==> src/rtl/rxa_pkg.sv <==
package rxa_pkg;
  localparam int LANES = 5;
  typedef logic [LANES-1:0] lane_vec_t;
endpackage

==> src/rtl/rxa_rst_sync.sv <==
module rxa_rst_sync (
  input  logic clk,
  input  logic rst_n,
  output logic rst_sync_n
);
  logic [1:0] stage_q;

  always_ff @(posedge clk or negedge rst_n) begin
    if (!rst_n) stage_q <= 2'b00;
    else        stage_q <= {stage_q[0], 1'b1};
  end

  assign rst_sync_n = stage_q[1];
endmodule

==> src/rtl/rxa_edge_timer.sv <==
module rxa_edge_timer #(
  parameter int CNT_W = 6
) (
  input  logic             clk,
  input  logic             rst_n,
  input  logic             rx_clk_in,
  output logic             edge_o,
  output logic [CNT_W-1:0] cnt_o,
  output logic [CNT_W-1:0] auto_pt_o
);
  localparam logic [CNT_W-1:0] CNT_MAX = {CNT_W{1'b1}};

  logic [2:0]       sync_q;
  logic [CNT_W-1:0] cnt_q, cnt_d;
  logic [CNT_W-1:0] pt_q, pt_d;
  logic [CNT_W:0]   len_ext;
  logic             edge_hit;

  // two synchronizer flops, third flop holds the previous level
  always_ff @(posedge clk or negedge rst_n) begin
    if (!rst_n) sync_q <= 3'b000;
    else        sync_q <= {sync_q[1:0], rx_clk_in};
  end

  assign edge_hit = sync_q[1] ^ sync_q[2];
  assign len_ext  = {1'b0, cnt_q} + {{CNT_W{1'b0}}, 1'b1};

  always_comb begin
    cnt_d = cnt_q;
    pt_d  = pt_q;
    if (edge_hit) begin
      cnt_d = '0;
      pt_d  = len_ext[CNT_W:1];
    end else if (cnt_q != CNT_MAX) begin
      cnt_d = cnt_q + 1'b1;
    end
  end

  always_ff @(posedge clk or negedge rst_n) begin
    if (!rst_n) begin
      cnt_q <= '0;
      pt_q  <= '0;
    end else begin
      cnt_q <= cnt_d;
      pt_q  <= pt_d;
    end
  end

  assign edge_o    = edge_hit;
  assign cnt_o     = cnt_q;
  assign auto_pt_o = pt_q;

  p_cnt_restart_r2: assert property (@(posedge clk) disable iff (!rst_n)
    edge_hit |=> (cnt_q == '0));
  p_cnt_saturate_r2: assert property (@(posedge clk) disable iff (!rst_n)
    (!edge_hit && cnt_q == CNT_MAX) |=> (cnt_q == CNT_MAX));
endmodule

==> src/rtl/rxa_lane.sv <==
module rxa_lane #(
  parameter int CNT_W = 6
) (
  input  logic             clk,
  input  logic             rst_n,
  input  logic             start_i,
  input  logic [CNT_W-1:0] cnt_i,
  input  logic [CNT_W-1:0] target_i,
  input  logic             din_i,
  output logic             dout_o,
  output logic             pend_o,
  output logic             hit_o
);
  logic pend_q, pend_d;
  logic data_q, data_d;
  logic hit;

  assign hit = pend_q && !start_i && (cnt_i == target_i);

  always_comb begin
    pend_d = pend_q;
    data_d = data_q;
    if (start_i)  pend_d = 1'b1;
    else if (hit) pend_d = 1'b0;
    if (hit)      data_d = din_i;
  end

  always_ff @(posedge clk or negedge rst_n) begin
    if (!rst_n) begin
      pend_q <= 1'b0;
      data_q <= 1'b0;
    end else begin
      pend_q <= pend_d;
      data_q <= data_d;
    end
  end

  assign dout_o = data_q;
  assign pend_o = pend_q;
  assign hit_o  = hit;

  p_lane_hold_r3: assert property (@(posedge clk) disable iff (!rst_n)
    !hit |=> $stable(dout_o));
  p_lane_capture_r3: assert property (@(posedge clk) disable iff (!rst_n)
    hit |=> (dout_o == $past(din_i)));
endmodule

==> src/rtl/rx_sample_adjuster.sv <==
module rx_sample_adjuster #(
  parameter int DLY_W = 5,
  parameter int CNT_W = 6
) (
  input  logic             adj_clk,
  input  logic             rst_n,
  input  logic             rx_clk_in,
  input  logic             rx_en_in,
  input  logic [3:0]       rx_d_in,
  input  logic             cfg_enable,
  input  logic             cfg_auto,
  input  logic [DLY_W-1:0] cfg_delay,
  input  logic [4:0]       cfg_skew,
  output logic             smp_en,
  output logic [3:0]       smp_d,
  output logic             smp_valid,
  output logic             overrun
);
  import rxa_pkg::*;

  logic             rst_s_n;
  logic             edge_hit;
  logic [CNT_W-1:0] cnt, auto_pt, base_pt;
  lane_vec_t        raw, cap, pend, hit;
  logic             valid_q, valid_d, ovr_q, ovr_d, all_done;

  rxa_rst_sync u_rst (.clk(adj_clk), .rst_n(rst_n), .rst_sync_n(rst_s_n));

  rxa_edge_timer #(.CNT_W(CNT_W)) u_tmr (
    .clk(adj_clk), .rst_n(rst_s_n), .rx_clk_in(rx_clk_in),
    .edge_o(edge_hit), .cnt_o(cnt), .auto_pt_o(auto_pt)
  );

  // lane order: enable, then data from bit 3 down to bit 0
  assign raw = {rx_d_in[0], rx_d_in[1], rx_d_in[2], rx_d_in[3], rx_en_in};

  always_comb begin
    if (!cfg_enable)   base_pt = '0;
    else if (cfg_auto) base_pt = auto_pt;
    else               base_pt = CNT_W'(cfg_delay);
  end

  for (genvar i = 0; i < LANES; i++) begin : g_lane
    logic [CNT_W-1:0] tgt;
    assign tgt = base_pt + CNT_W'(cfg_enable & cfg_skew[i]);
    rxa_lane #(.CNT_W(CNT_W)) u_lane (
      .clk(adj_clk), .rst_n(rst_s_n), .start_i(edge_hit), .cnt_i(cnt),
      .target_i(tgt), .din_i(raw[i]), .dout_o(cap[i]), .pend_o(pend[i]),
      .hit_o(hit[i])
    );
  end

  assign all_done = (pend != '0) && ((pend & ~hit) == '0) && !edge_hit;

  always_comb begin
    valid_d = all_done;
    ovr_d   = ovr_q | (edge_hit && (pend != '0));
  end

  always_ff @(posedge adj_clk or negedge rst_s_n) begin
    if (!rst_s_n) begin
      valid_q <= 1'b0;
      ovr_q   <= 1'b0;
    end else begin
      valid_q <= valid_d;
      ovr_q   <= ovr_d;
    end
  end

  assign smp_en    = cap[0];
  assign smp_d     = {cap[1], cap[2], cap[3], cap[4]};
  assign smp_valid = valid_q;
  assign overrun   = ovr_q;

  p_valid_pulse_r8: assert property (@(posedge adj_clk) disable iff (!rst_s_n)
    smp_valid |=> !smp_valid);
  p_valid_all_taken_r8: assert property (@(posedge adj_clk) disable iff (!rst_s_n)
    smp_valid |-> (pend == '0));
  p_overrun_sticky_r7: assert property (@(posedge adj_clk) disable iff (!rst_s_n)
    overrun |=> overrun);
  p_overrun_no_strobe_r7: assert property (@(posedge adj_clk) disable iff (!rst_s_n)
    $rose(overrun) |-> !smp_valid);
endmodule

==> config.mk <==
export PLATFORM = sky130hd
export DESIGN_NAME = rx_sample_adjuster
export DESIGN_NICKNAME = d
export VERILOG_FILES = /design/src/rtl/rxa_pkg.sv /design/src/rtl/rxa_rst_sync.sv /design/src/rtl/rxa_edge_timer.sv /design/src/rtl/rxa_lane.sv /design/src/rtl/rx_sample_adjuster.sv
export SDC_FILE = /design/constraint.sdc
export NUM_CORES = 1
export LEC_CHECK = 0
export ABC_AREA = 1
export BUFFER_PORTS_ARGS = -buffer_cell sky130_fd_sc_hd__buf_4
export CAP_MARGIN = 15
export CORE_ASPECT_RATIO = 1.4
export CORE_MARGIN = 3
export CORE_UTILIZATION = 56
export CTS_CLUSTER_SIZE = 28
export DETAILED_ROUTE_END_ITERATION = 6
export PLACE_DENSITY = 0.77
export SYNTH_ARGS = -nofsm -noshare
export SYNTH_HDL_FRONTEND = slang
export SYNTH_SLANG_ARGS = --single-unit
==> constraint.sdc <==
create_clock -name adj_clk -period 2.3 [get_ports adj_clk]
set_clock_uncertainty 0.2 [all_clocks]
set_input_delay 0.345 -clock adj_clk [delete_from_list [all_inputs] [get_ports adj_clk]]
set_output_delay 0.345 -clock adj_clk [all_outputs]
set_load 0.05 [all_outputs]
======== Word level (Yosys, flattened, before mapping) ========
Index checks and enable logic that the tools add are counted.
Widths: inputs -> output; s select.
storage, ports and cells
  bits in registers ....................... 29
  output and inout bits ................... 7
  word-level logic and storage cells ...... 74
cells by class
  $add $sub $neg .......................... 7
  equality and inequality tests ........... 6
  multiplexer cells ....................... 14
  bitwise logic cells ..................... 9
  reduce and logical (&&, ||, !) cells .... 22
operator list
  kind                 number
  $add 6x1->6          5
  $eq 6x6->1           5
  $mux 6               4
  $logic_and 1x1->1    13
  $reduce_bool 2->1    6
  $mux 1               10
  $add 6x1->7 const B  1
  $add 6x1->6 const B  1
  $ne 6x6->1 const B   1
  $and 1x1->1          5
  $and 5x5->5          1
  $logic_not 5->1      1
  $not 5->5            1
  $reduce_bool 5->1    1
  $logic_not 1->1      1
  $or 1x1->1           1
  $xor 1x1->1          1

======== Longest topological paths before layout ========
Gate-level depths: netlist of run 1.
  word-level depth ........................ 10
  depth in mapped cells ................... 16
  mapped depth without buffers ............ 16

======== Modules after synthesis ========
Synthesis of run 1 repeated with hierarchy kept, for this count alone.
second synthesis, totals
  cell total of the unflattened synthesis .. 442
  area total of the unflattened synthesis .. 2652.5 um^2
modules (own cells, without submodules)
  module              instances  cells an instance  area each (um^2)  seq. area each (um^2)
  rxa_lane            5          47                 241.5             50.0
  rx_sample_adjuster  1          135                750.7             50.0
  rxa_edge_timer      1          69                 640.6             375.4
  rxa_rst_sync        1          3                  53.8              50.0

======== Worst setup path before layout of run 1 ========
No wires, ideal clock.
  kind .................................... in2reg
  from .................................... in cfg_enable
  to ...................................... reg valid_q (netlist: smp_valid)
  setup time .............................. 0.071 ns
  arrival ................................. 1.997 ns
  data required time ...................... 2.029 ns
  path slack .............................. 0.032 ns
  stages on the path ...................... 14
  cell sequence ........................... buf_4 -> buf_6 -> nand3_1 -> inv_1 -> ha_1 -> a21boi_0 -> o211ai_1 -> a21oi_1 -> nand2_1 -> nor2_1 -> nand2_1 -> a21oi_2 -> nand2_1 -> nor2_1
on the way
  word-level cells in the longest chain between the ends .. 9
ends and longest elaborated chain
  what                                   RTL line                                            source
  start: declaration                     rx_sample_adjuster.sv:10                            input logic cfg_enable,
  $mux 6 or $and 1x1->1 (tied branches)  rx_sample_adjuster.sv:38, rx_sample_adjuster.sv:45
  $add 6x1->6                            rx_sample_adjuster.sv:45                            assign tgt = base_pt + CNT_W'(cfg_enable & cfg_skew[i]);
  $eq 6x6->1                             rxa_lane.sv:18                                      assign hit = pend_q && !start_i && (cnt_i == target_i);
  $logic_and 1x1->1                      rxa_lane.sv:18
  $not 5->5 *                            rx_sample_adjuster.sv:53                            assign all_done = (pend != '0) && ((pend & ~hit) == '0) && !edge_hit;
  $and 5x5->5 *                          rx_sample_adjuster.sv:53
  $logic_not 5->1 *                      rx_sample_adjuster.sv:53
  $logic_and 1x1->1 * (2 in series)      rx_sample_adjuster.sv:53
  via all_done                           rx_sample_adjuster.sv:25                            logic valid_q, valid_d, ovr_q, ovr_d, all_done;
  end signal: assignment                 rx_sample_adjuster.sv:65                            valid_q <= valid_d;
  end: declaration                       rx_sample_adjuster.sv:25
Mark *: on every way through the listed nets, which the timed path passes. The rest lies on a longest branch.
A chain may end at the register's enable or synchronous reset.

======== Worst setup path in the final report of run 1 ========
  from .................................... reg u_tmr.pt_q[1] (netlist: u_tmr.auto_pt_o[1])
  to ...................................... reg valid_q (netlist: smp_valid)
on the way
  word-level cells in the longest chain between the ends .. 10
ends and longest elaborated chain
  what                               RTL line                  source
  start: declaration                 rxa_edge_timer.sv:15      logic [CNT_W-1:0] pt_q, pt_d;
  start signal: assignment           rxa_edge_timer.sv:45      pt_q <= pt_d;
  $mux 6 *                           rx_sample_adjuster.sv:39  else if (cfg_auto) base_pt = auto_pt;
  $mux 6 *                           rx_sample_adjuster.sv:38  if (!cfg_enable) base_pt = '0;
  $add 6x1->6                        rx_sample_adjuster.sv:45
  $eq 6x6->1                         rxa_lane.sv:18
  $logic_and 1x1->1                  rxa_lane.sv:18
  $not 5->5 *                        rx_sample_adjuster.sv:53
  $and 5x5->5 *                      rx_sample_adjuster.sv:53
  $logic_not 5->1 *                  rx_sample_adjuster.sv:53
  $logic_and 1x1->1 * (2 in series)  rx_sample_adjuster.sv:53
  via all_done                       rx_sample_adjuster.sv:25
Marked as above.

==> metrics, run 1 <==
Critical path origin u_tmr.auto_pt_o[1]; Worst Path Class, Setup reg2reg; layout overhead on the synthesized area 29.1%; # rows 26; CP max stage cell dfrtp_1; Final min period about 2200 ps; antenna violation net count after detailed routing 0; Die Area 4870 sq um; Top FF cell, synth dfrtp_1; CTS Root Cell clkbuf_8; 1st-iter DRT viols 109; final hold slack -0.589 ps; Die Span X 59.9 um; Hold Violations, Final 1; Die Ht a little over 80 um; RSZ-0062 raised after global routing true; crit end category register; dpl hpwl about 4400 um; via density per instance roughly 5.3; FFs w/ async S/R, synth 1.00; Leakage 1.45 nW; PD cells between 600 and 700 nW/um^2; I/O Buffers 26; slowest stage delay, CP 400 ps; GPL Wtd Cong about 0.92; max frequency approximately 0.45 GHz; Max FO, Critical Path 3; crit path launch type register; per-cell routed wire length 13.0 um; first-pass GRT wire length 9540 um; Ys Warns 0; Worst-path clk slew approximately 60 ps; Final Cell Area 2940 sq um; final non-filler cell total about 430; share of cells above drive strength 1 0.283; Top Family by Delay on Critical Path simple AND/OR/NAND/NOR gates; R2R Path Start u_tmr.auto_pt_o[1]; Tot GR Track Use 0.258; final core utilization 0.778; max_slew headroom 0.665; Worst Tran Pin Value around 500 ps; vias in the first global route 2,294; initial antenna violation count 0; Post-Route WL 5590 um; DRC violations left 0; status finished, violations left; core area 3770 sq um; Yosys reg bits 29; total gr overflow 0; worst hold path class reg2async; Bufs on Longest Clock Path 2; vias 2,271; Slew Limit Fails 0; Buf/Inv on CP 3; TritonCTS Buffers 5; DP Area around 2600 sq um; Distinct cells, synth 32; maximum VDD drop 0.00116 V; Post-synth EDFFs 0; syn_area_per_cell around 6.7 sq um; CP arrival between 2000 and 2500 ps; register-to-register path setup slack ~92 ps; Seq/Total Area, Yosys 0.319; max cap viols 0; CTS tree built; Netlist Area Pre-Place about 2300 sq um; largest net degree at the start of global routing 16; Fill cells about 280; CTS H-tree lvls 2; CP required approximately 2300 ps; failing checks hold timing; Initial Util 0.603; post-layout net count about 420; clock sinks 29; placed cells about 420; n_diodes 0; Mapped Cells between 300 and 400; Clk Latency, worst-skew pair between 200 and 300 ps; critical path cell sequence inv_2, nand2_1, nand3_2, inv_4, buf_6, ha_4, nand2_1, nand2_1, nor3_2, nand3_1, nor2_1, nand3_2, nand2_2, nand3_2, nor2_1; Synthesized Nets roughly 370; final worst-path cycle share 0.960; Pre-Repair DR Iteration Count 4; # IOs 27; Final setup viols 0
worst register-to-register path: stages (launching register included):
cell     delay [ps]
dfrtp_1         400
inv_2            70
nand2_1          70
nand3_2          90
inv_4            60
buf_6           130
ha_4            240
nand2_1          60
nand2_1          60
nor3_2          160
nand3_1          80
nor2_1          140
nand3_2         120
nand2_2         100
nand3_2          80
nor2_1           80
logic make-up (layout without fill, tap and decap cells):
logic type | count (synthesis) | after routing | synth area share
and+or+nand+nor | 216 | 216 | 0.434
buffers and inverters | 48 | 97 | 0.0946
AOI/OAI and AO/OA | 30 | 30 | 0.0743
DFF | 29 | 29 | 0.319
xor gates and xnor gates | 9 | 9 | 0.0380
adders and majority gates | 7 | 7 | 0.0385
other | 1 | 1 | 0.00165
layout make-up:
cell class / count / area, sq um / share of cell area
Sequential cell: 29 / 726 / 0.247
Multi-Input combinational cell: 263 / 1480 / 0.505
Clock buffer: 7 / 86.3 / 0.0294
Clock inverter: 1 / 30.0 / 0.0102
Tap cell: 42 / 52.6 / 0.0179
Timing Repair Buffer: 53 / 419 / 0.143
Inverter: 36 / 140 / 0.0477
path summary, 6_finish.rpt:
check | end | depth (start not counted)
worst max-delay path | smp_valid | 15
worst min-delay path | u_tmr.auto_pt_o[4] | 0
worst max register to register | smp_valid | 15
worst min register to register | u_tmr.auto_pt_o[4] | 0
max in group asynchronous | g_lane[2].u_lane.pend_o | 1
min in group adj_clk | g_lane[4].u_lane.dout_o | 3
through the flow:
step	total power [mW]	setup TNS, ps	worst slack, ps
3_5_place_dp	1.37	-725	-172
2_1_floorplan	1.18	0	31.6
4_1_cts	1.93	0	0.244
6_report	1.98	0	92.2
5_1_grt	2.10	-122	-66.0
3_3_place_gp	1.36	-491	-134
power by group:
group	switching (mW)	internal [mW]
clock	0.174	0.352
sequential	0.0711	0.592
combinational	0.488	0.301
state kept, by name (all words and copies together), names as in the netlist:
name and flops:
g_lane.u_lane.dout_o 5, g_lane.u_lane.pend_o 5, overrun 1, smp_valid 1, u_rst.stage_q 2, u_tmr.auto_pt_o 6
u_tmr.cnt_o 6, u_tmr.sync_q 3
layer usage:
metal / wire length, um / vias to the layer above / part of all wire / global-route usage
met3: 292 / 6 / 0.052 / 0.0566
met1: 2330 / 1036 / 0.42 / 0.295
li1: - / 1173 / - / -
met2: 2890 / 56 / 0.52 / 0.432
met4: 72 / 0 / 0.013 / 0.153
met5: 0 / - / 0 / 0
cell usage in the layout (no fill, tap or decap), types with 3 or more instances in the layout:
| master | Yosys | layout |
|---|---|---|
| nand2_1 | 129 | 125 |
| buf_4 | 5 | 49 |
| inv_1 | 34 | 29 |
| dfrtp_1 | 29 | 29 |
| nand3_1 | 33 | 27 |
| nor2_1 | 23 | 21 |
| o21ai_0 | 18 | 17 |
| nand2_2 | 5 | 9 |
| nand3_2 | 4 | 9 |
| xor2_1 | 7 | 7 |
| nor2_2 | 4 | 6 |
| ha_4 | 0 | 6 |
| clkbuf_8 | 0 | 6 |
| inv_2 | 2 | 5 |
| nand3_4 | 3 | 4 |
| nand4_1 | 4 | 4 |
| nor3_1 | 6 | 4 |
| o21ai_1 | 2 | 3 |
repair_timing:
item / CTS / global route
resized for setup: 10 / 27
pin swaps: 8 / 18
endpoints found under the setup margin: 5 / 11
hold endpoints to repair: 3 / 0
setup buffers: 1 / 2
hold buffers: 2 / 0
gates cloned: 0 / 0
cell usage after synthesis (2+ instances only):
cell type  count  share of area
buf_4          5          0.017
nand3_2        4          0.018
ha_1           7          0.039
a21boi_0       3         0.0099
nor3_1         6          0.013
nand2_1      129           0.21
inv_1         34          0.056
o21ai_1        2         0.0044
xor2_1         7          0.027
buf_6          2         0.0099
o21ai_0       18          0.040
nand3_1       33          0.073
a21oi_1        3         0.0066
clkbuf_1       4         0.0066
nand4_1        4          0.011
nand3_4        3          0.023
nand2_2        5          0.014
dfrtp_1       29           0.32
nor2_1        23          0.038
nand2_4        2         0.0099
inv_2          2         0.0033
nor2_2         4          0.011
o211ai_1       2         0.0066
(Power assumes the default switching activity.)
==> run 2, diff against run 1 <==
CORE_UTILIZATION = 55   (was 56)
PLACE_DENSITY = 0.76   (was 0.77)
==> run 2 against run 1 <==
The run now ends clean. Core utilization is 1.5 points lower. Power up 3.1%. Cell area increased by 2.7%. Register-to-register slack worse by 60 ps.
==> metrics, run 2 (synthesis gave the netlist of run 1 again) <==
status complete, no violations; Slew Limit Fails 0 (unchanged); GPL Wtd Cong 0.875 (-4.5%); crit end category register; CP arrival 2280 ps (+60 ps); total gr overflow 0 (unchanged); max cap viols 0 (unchanged); Final min period 2270 ps (+62.9 ps); n_diodes 0 (unchanged); Bufs on Longest Clock Path 2 (unchanged); dpl hpwl 4420 um (+1.1%); Clk Latency, worst-skew pair 280 ps (about the same); final hold slack 17.0 ps (+17.6 ps); 1st-iter DRT viols 163 (+50%); Buf/Inv on CP 1 (-2); clock sinks 29 (unchanged); DRC violations left 0 (unchanged); Worst Path Class, Setup reg2reg; share of cells above drive strength 1 0.314 (+0.0311); antenna violation net count after detailed routing 0 (unchanged); Max FO, Critical Path 4 (+1); via density per instance 5.56 (+5.6%); CP required 2310 ps (about the same); maximum VDD drop 0.000784 V (-32%); PD cells 677 nW/um^2 (+0.41%); slowest stage delay, CP 380 ps (-20 ps); Leakage 1.48 nW (+2.1%); Post-Place Setup Slack -253 ps (-80.7 ps); Hold Violations, Final 0 (-1); largest net degree at the start of global routing 28 (+12); Top Family by Delay on Critical Path simple AND/OR/NAND/NOR gates; per-cell routed wire length 14.7 um (+13%); CTS H-tree lvls 2 (unchanged); max frequency 0.440 GHz (-2.8%); max_slew headroom 0.584 (-0.0807); vias in the first global route 2,214 (-3.5%); most frequent CP cell nand2_1; total power 2.04 mW (+3.1%); TritonCTS Buffers 5 (unchanged); Final setup viols 0 (unchanged); Tot GR Track Use 0.259 (+0.000581); most frequent cells in the layout 122 x nand2_1, 56 x buf_4, 29 x dfrtp_1, 28 x inv_1, 26 x nand3_1; # rows 27 (+3.8%); Worst-path clk slew 60 ps (about the same); initial antenna violation count 0 (unchanged); Pre-Repair DR Iteration Count 4 (unchanged); critical path cell sequence nand2_2, nand2_4, nand3_2, inv_1, ha_4, nand2_1, nand2_1, nor3_2, a21boi_2, nand4_1, nand2_1, nand3_2, nor2_2; final setup margin 29.3 ps (-62.9 ps); Post-Route WL 6440 um (+15%); final worst-path cycle share 0.987 (+0.0274); commonest non-fill, non-tap cell in the layout nand2_1; multi-input logic area 1530 sq um (+3.0%); I/O Buffers 26 (unchanged); core area 3950 sq um (+4.7%); Die Area 4950 sq um (+1.7%); CTS Root Cell clkbuf_8; FF/Latch Area 726 sq um (unchanged); RSZ-0062 raised after global routing true; first-pass GRT wire length 9490 um (-0.50%); CP max stage cell dfrtp_1; crit path launch type register; Initial Util 0.575 (-0.0273); vias 2,436 (+7.3%); Die Ht 82.1 um (+0.84%); # IOs 27 (unchanged); post-layout net count 421 (+1.4%); Die Span X 60.4 um (+0.81%); Worst Tran Pin Value 622 ps (+119 ps); layout overhead on the synthesized area 32.6%; CTS tree built; Fill cells 293 (+5.4%); worst hold path class reg2async
run 2: cell type report:
| class | count | area share |
|---|---|---|
| multi-input combinational | 263 | 0.506 |
| sequential | 29 | 0.241 |
| timing repair buffer | 59 | 0.150 |
| inverter | 36 | 0.0473 |
| clock buffer | 7 | 0.0286 |
| tap | 43 | 0.0178 |
| clock inverter | 1 | 0.00995 |
run 2: metrics by stage:
step | TNS, ps | cell area, sq um | utilization | instances
finish | 0 | 3020 | 0.763 | 438
detailed placement | -850 | 2640 | 0.668 | 423
CTS | 0 | 2850 | 0.720 | 435
floorplan | 0 | 2270 | - | 340
global route | -134 | 3020 | 0.763 | 438
global placement | -778 | 2640 | 0.668 | 423
run 2: path summary, 6_finish.rpt:
check | startpoint | end | slack (ps) | cells after the start
setup reg to reg | u_tmr.auto_pt_o[0] | smp_valid | 30 | 13
min in group adj_clk | rx_d_in[0] | g_lane[4].u_lane.dout_o | 100 | 3
hold / removal | u_rst.stage_q[1] | u_tmr.auto_pt_o[5] | 20 | 1
setup / recovery | u_tmr.auto_pt_o[0] | smp_valid | 30 | 13
max in group asynchronous | u_rst.stage_q[1] | g_lane[3].u_lane.dout_o | 1630 | 1
hold reg to reg | u_rst.stage_q[1] | u_tmr.auto_pt_o[5] | 20 | 1
run 2: report_power, final:
group          internal [mW]  switching, mW
combinational          0.317          0.529
sequential             0.591         0.0706
clock                  0.352          0.181
run 2: what timing repair did:
action | CTS | global route
gates resized for setup | 13 | 36
setup endpoints to repair | 5 | 11
setup buffers | 2 | 3
pin swaps | 10 | 26
hold endpoints to repair | 3 | 0
hold buffers | 2 | 0
gates cloned | 0 | 0
run 2: metal layers:
layer | vias to the layer above | track usage | routed length [um]
li1 | 1177 | - | -
met1 | 1138 | 0.293 | 2560
met2 | 90 | 0.445 | 3310
met3 | 31 | 0.0373 | 292
met4 | 0 | 0.164 | 283
met5 | - | 0 | 0
==> run 3, diff against run 2 <==
ABC_AREA = default   (was 1)
==> run 3 against run 2 <==
The flow now finishes with violations (setup timing). Cell area grew 2.0%. Sequential power rose by 4.5%. Clock power down 20%. Die area decreased by 4.3%. Sequential share of layout area fell by 0.48 points. Non-clock buffer count grew 19. Critical path depth down 4. Combinational power increased by 24%. First-iteration DRC count decreased by 36%. Synthesized cell count is 29% lower. Worst setup slack got worse by 220 ps. Critical endpoint is now g_lane[4].u_lane.dout_o. Largest power group unchanged.
==> metrics, run 3 <==
status finished, violations left; failing checks setup timing; dpl hpwl 4370 um (-1.2%); CTS tree built; Final min period 2490 ps (+216 ps); Post-synth EDFFs 0 (unchanged); Synth top area share 0.335 (+0.0156); syn_area_per_cell 9.03 sq um (+35%); most frequent cells in the layout 73 x buf_4, 29 x dfrtp_1, 20 x nand2_1, 20 x xnor2_1; max cap viols 0 (unchanged); first-pass GRT wire length 9980 um (+5.1%); Worst Path Class, Setup reg2reg; final worst-path cycle share 1.08 (+0.0941); n_diodes 0 (unchanged); vias 2,241 (-8.0%); post-layout net count 337 (-20%); crit path launch type register; CTS H-tree lvls 2 (unchanged); Die Area 4740 sq um (-4.3%); Fin Setup TNS -890 ps (-890 ps); Die Ht 80.3 um (-2.2%); Mapped Cells 240 (-29%); worst hold path class reg2async; ranking of synthesized cells by area dfrtp_1 33%, xnor2_1 9.3%, mux2_2 4.7%, ha_1 4.0%, nand2_1 4.0%; antenna violation net count after detailed routing 0 (unchanged); maximum VDD drop 0.000640 V (-18%); Initial Util 0.585 (+0.00918); DP Area 2690 sq um (+2.0%); TritonCTS Buffers 5 (unchanged); CP required 2290 ps (-20 ps); placed cells 335 (-21%); Final setup viols 7 (+7); Top Family by Delay on Critical Path compound AO/OA/AOI/OAI gates; max frequency 0.402 GHz (-8.7%); GPL Wtd Cong 0.888 (+1.4%); layout overhead on the synthesized area 42.0%; crit end category register; final hold slack 46.5 ps (+29.5 ps); Post-Route WL 6890 um (+7.0%); Final Cell Area 3080 sq um (+2.0%); cell with the most instances after synthesis dfrtp_1; core area 3710 sq um (-6.2%); RSZ-0062 raised after global routing true; DRC violations left 0 (unchanged); Worst-path clk slew 70 ps (about the same); # rows 26 (-3.7%); dominant cell type by area after synthesis dfrtp_1; Max FO, Critical Path 3 (-1); Distinct cells, synth 50 (+56%); Seq/Total Area, Yosys 0.335 (+0.0156); Pre-Repair DR Iteration Count 4 (unchanged); Netlist Area Pre-Place 2170 sq um (-4.7%); Ys Warns 0 (unchanged); CP arrival 2470 ps (+190 ps); largest net degree at the start of global routing 28 (unchanged); 1st-iter DRT viols 105 (-36%); CTS Root Cell clkbuf_8; critical path cell sequence mux2i_4, nor2_4, and2_4, ha_4, o21a_1, o32a_1, o211ai_1, o211a_1, mux2_2; Synthesized Nets 267 (-27%); vias in the first global route 2,207 (-0.32%); final core utilization 0.830 (+0.0667); Top FF cell, synth dfrtp_1; Slew Limit Fails 0 (unchanged); # IOs 27 (unchanged); Clk Latency, worst-skew pair 290 ps (about the same); slowest stage delay, CP 410 ps (+30 ps); clock sinks 29 (unchanged); final non-filler cell total 353 (-19%); I/O Buffers 26 (unchanged); CP max stage cell dfrtp_1; final setup margin -187 ps (-216 ps); Worst Tran Pin Value 572 ps (-49.6 ps); via density per instance 6.35 (+14%); Hold Violations, Final 0 (unchanged); commonest non-fill, non-tap cell in the layout buf_4; initial antenna violation count 0 (unchanged); total gr overflow 0 (unchanged); Bufs on Longest Clock Path 2 (unchanged); Leakage 1.36 nW (-7.6%); Yosys reg bits 29 (unchanged); Tot GR Track Use 0.282 (+0.0232); PD cells 703 nW/um^2 (+3.9%); share of cells above drive strength 1 0.421 (+0.107); Die Span X 59.1 um (-2.1%); Buf/Inv on CP 0 (-1); per-cell routed wire length 19.5 um (+33%); FFs w/ async S/R, synth 1.00 (unchanged); max_slew headroom 0.617 (+0.0332); top cell types by occurrence after synthesis 29 x dfrtp_1, 23 x nand2_1, 23 x xnor2_1
-- run 3: cell count changes in the layout (fill, tap and decap cells not counted), moves of 9 or more --
cell and delta:
o21ai_0 -12, nand3_1 -12, xnor2_1 +19, a21oi_1 +12, nand2_1 -102, buf_4 +17
nand2_2 -9, inv_1 -24
-- run 3: layer usage --
layer  global-route usage  vias to the layer above  routed length [um]
met5                    0                        -                   0
met4                0.141                        0                 334
met3               0.0498                       37                 478
met2                0.506                      127                3620
met1                0.308                     1084                2460
li1                     -                      993                   -
-- run 3: cell families after synthesis --
kind of cell | after synthesis | share of synthesized area
other | 1 | 0.00173
flip-flops | 29 | 0.335
AND/OR/NAND/NOR | 92 | 0.219
adder cells (fa/ha/maj) | 7 | 0.0404
buffers and inverters | 20 | 0.0456
AO/OA/AOI/OAI | 44 | 0.143
multiplexers | 15 | 0.0802
XOR/XNOR | 32 | 0.136
-- run 3: area by class of cell --
cell class / instances / area (sq um)
clock inverters: 3 / 17.5
inverters: 5 / 18.8
clock buffers: 5 / 68.8
flip-flops and latches: 29 / 726
fillers: 225 / 631
well taps: 42 / 52.6
repair buffers: 78 / 602
multi-input cells: 191 / 1590
-- run 3: where the power goes --
part | internal [mW] | switching [mW]
clock | 0.208 | 0.217
combinational | 0.480 | 0.565
sequential | 0.600 | 0.0924
total | 1.29 | 0.875
-- run 3: path summary, 6_finish.rpt --
check / start / to / slack [ps] / cells after the start
min in group adj_clk: rx_d_in[0] / g_lane[4].u_lane.dout_o / 80 / 2
max in group asynchronous: u_rst.stage_q[1] / g_lane[1].u_lane.dout_o / 1580 / 1
worst min register to register: u_rst.stage_q[1] / smp_valid / 50 / 1
worst max-delay path: u_tmr.auto_pt_o[0] / g_lane[4].u_lane.dout_o / -190 / 9
worst min-delay path: u_rst.stage_q[1] / smp_valid / 50 / 1
worst max register to register: u_tmr.auto_pt_o[0] / g_lane[4].u_lane.dout_o / -190 / 9
-- run 3: timing repair --
action	CTS	global route
endpoints found under the setup margin	9	11
hold buffers	2	0
buffers inserted	5	3
pin swaps	23	14
gates resized for setup	21	21
hold endpoints to repair	3	0
-- run 3: metrics by stage --
| step | power (mW) | setup slack [ps] |
|---|---|---|
| 2_1_floorplan | 1.30 | -375 |
| 3_3_place_gp | 1.51 | -369 |
| 3_5_place_dp | 1.54 | -409 |
| 4_1_cts | 2.05 | -159 |
| 5_1_grt | 2.26 | -253 |
| 6_report | 2.16 | -187 |
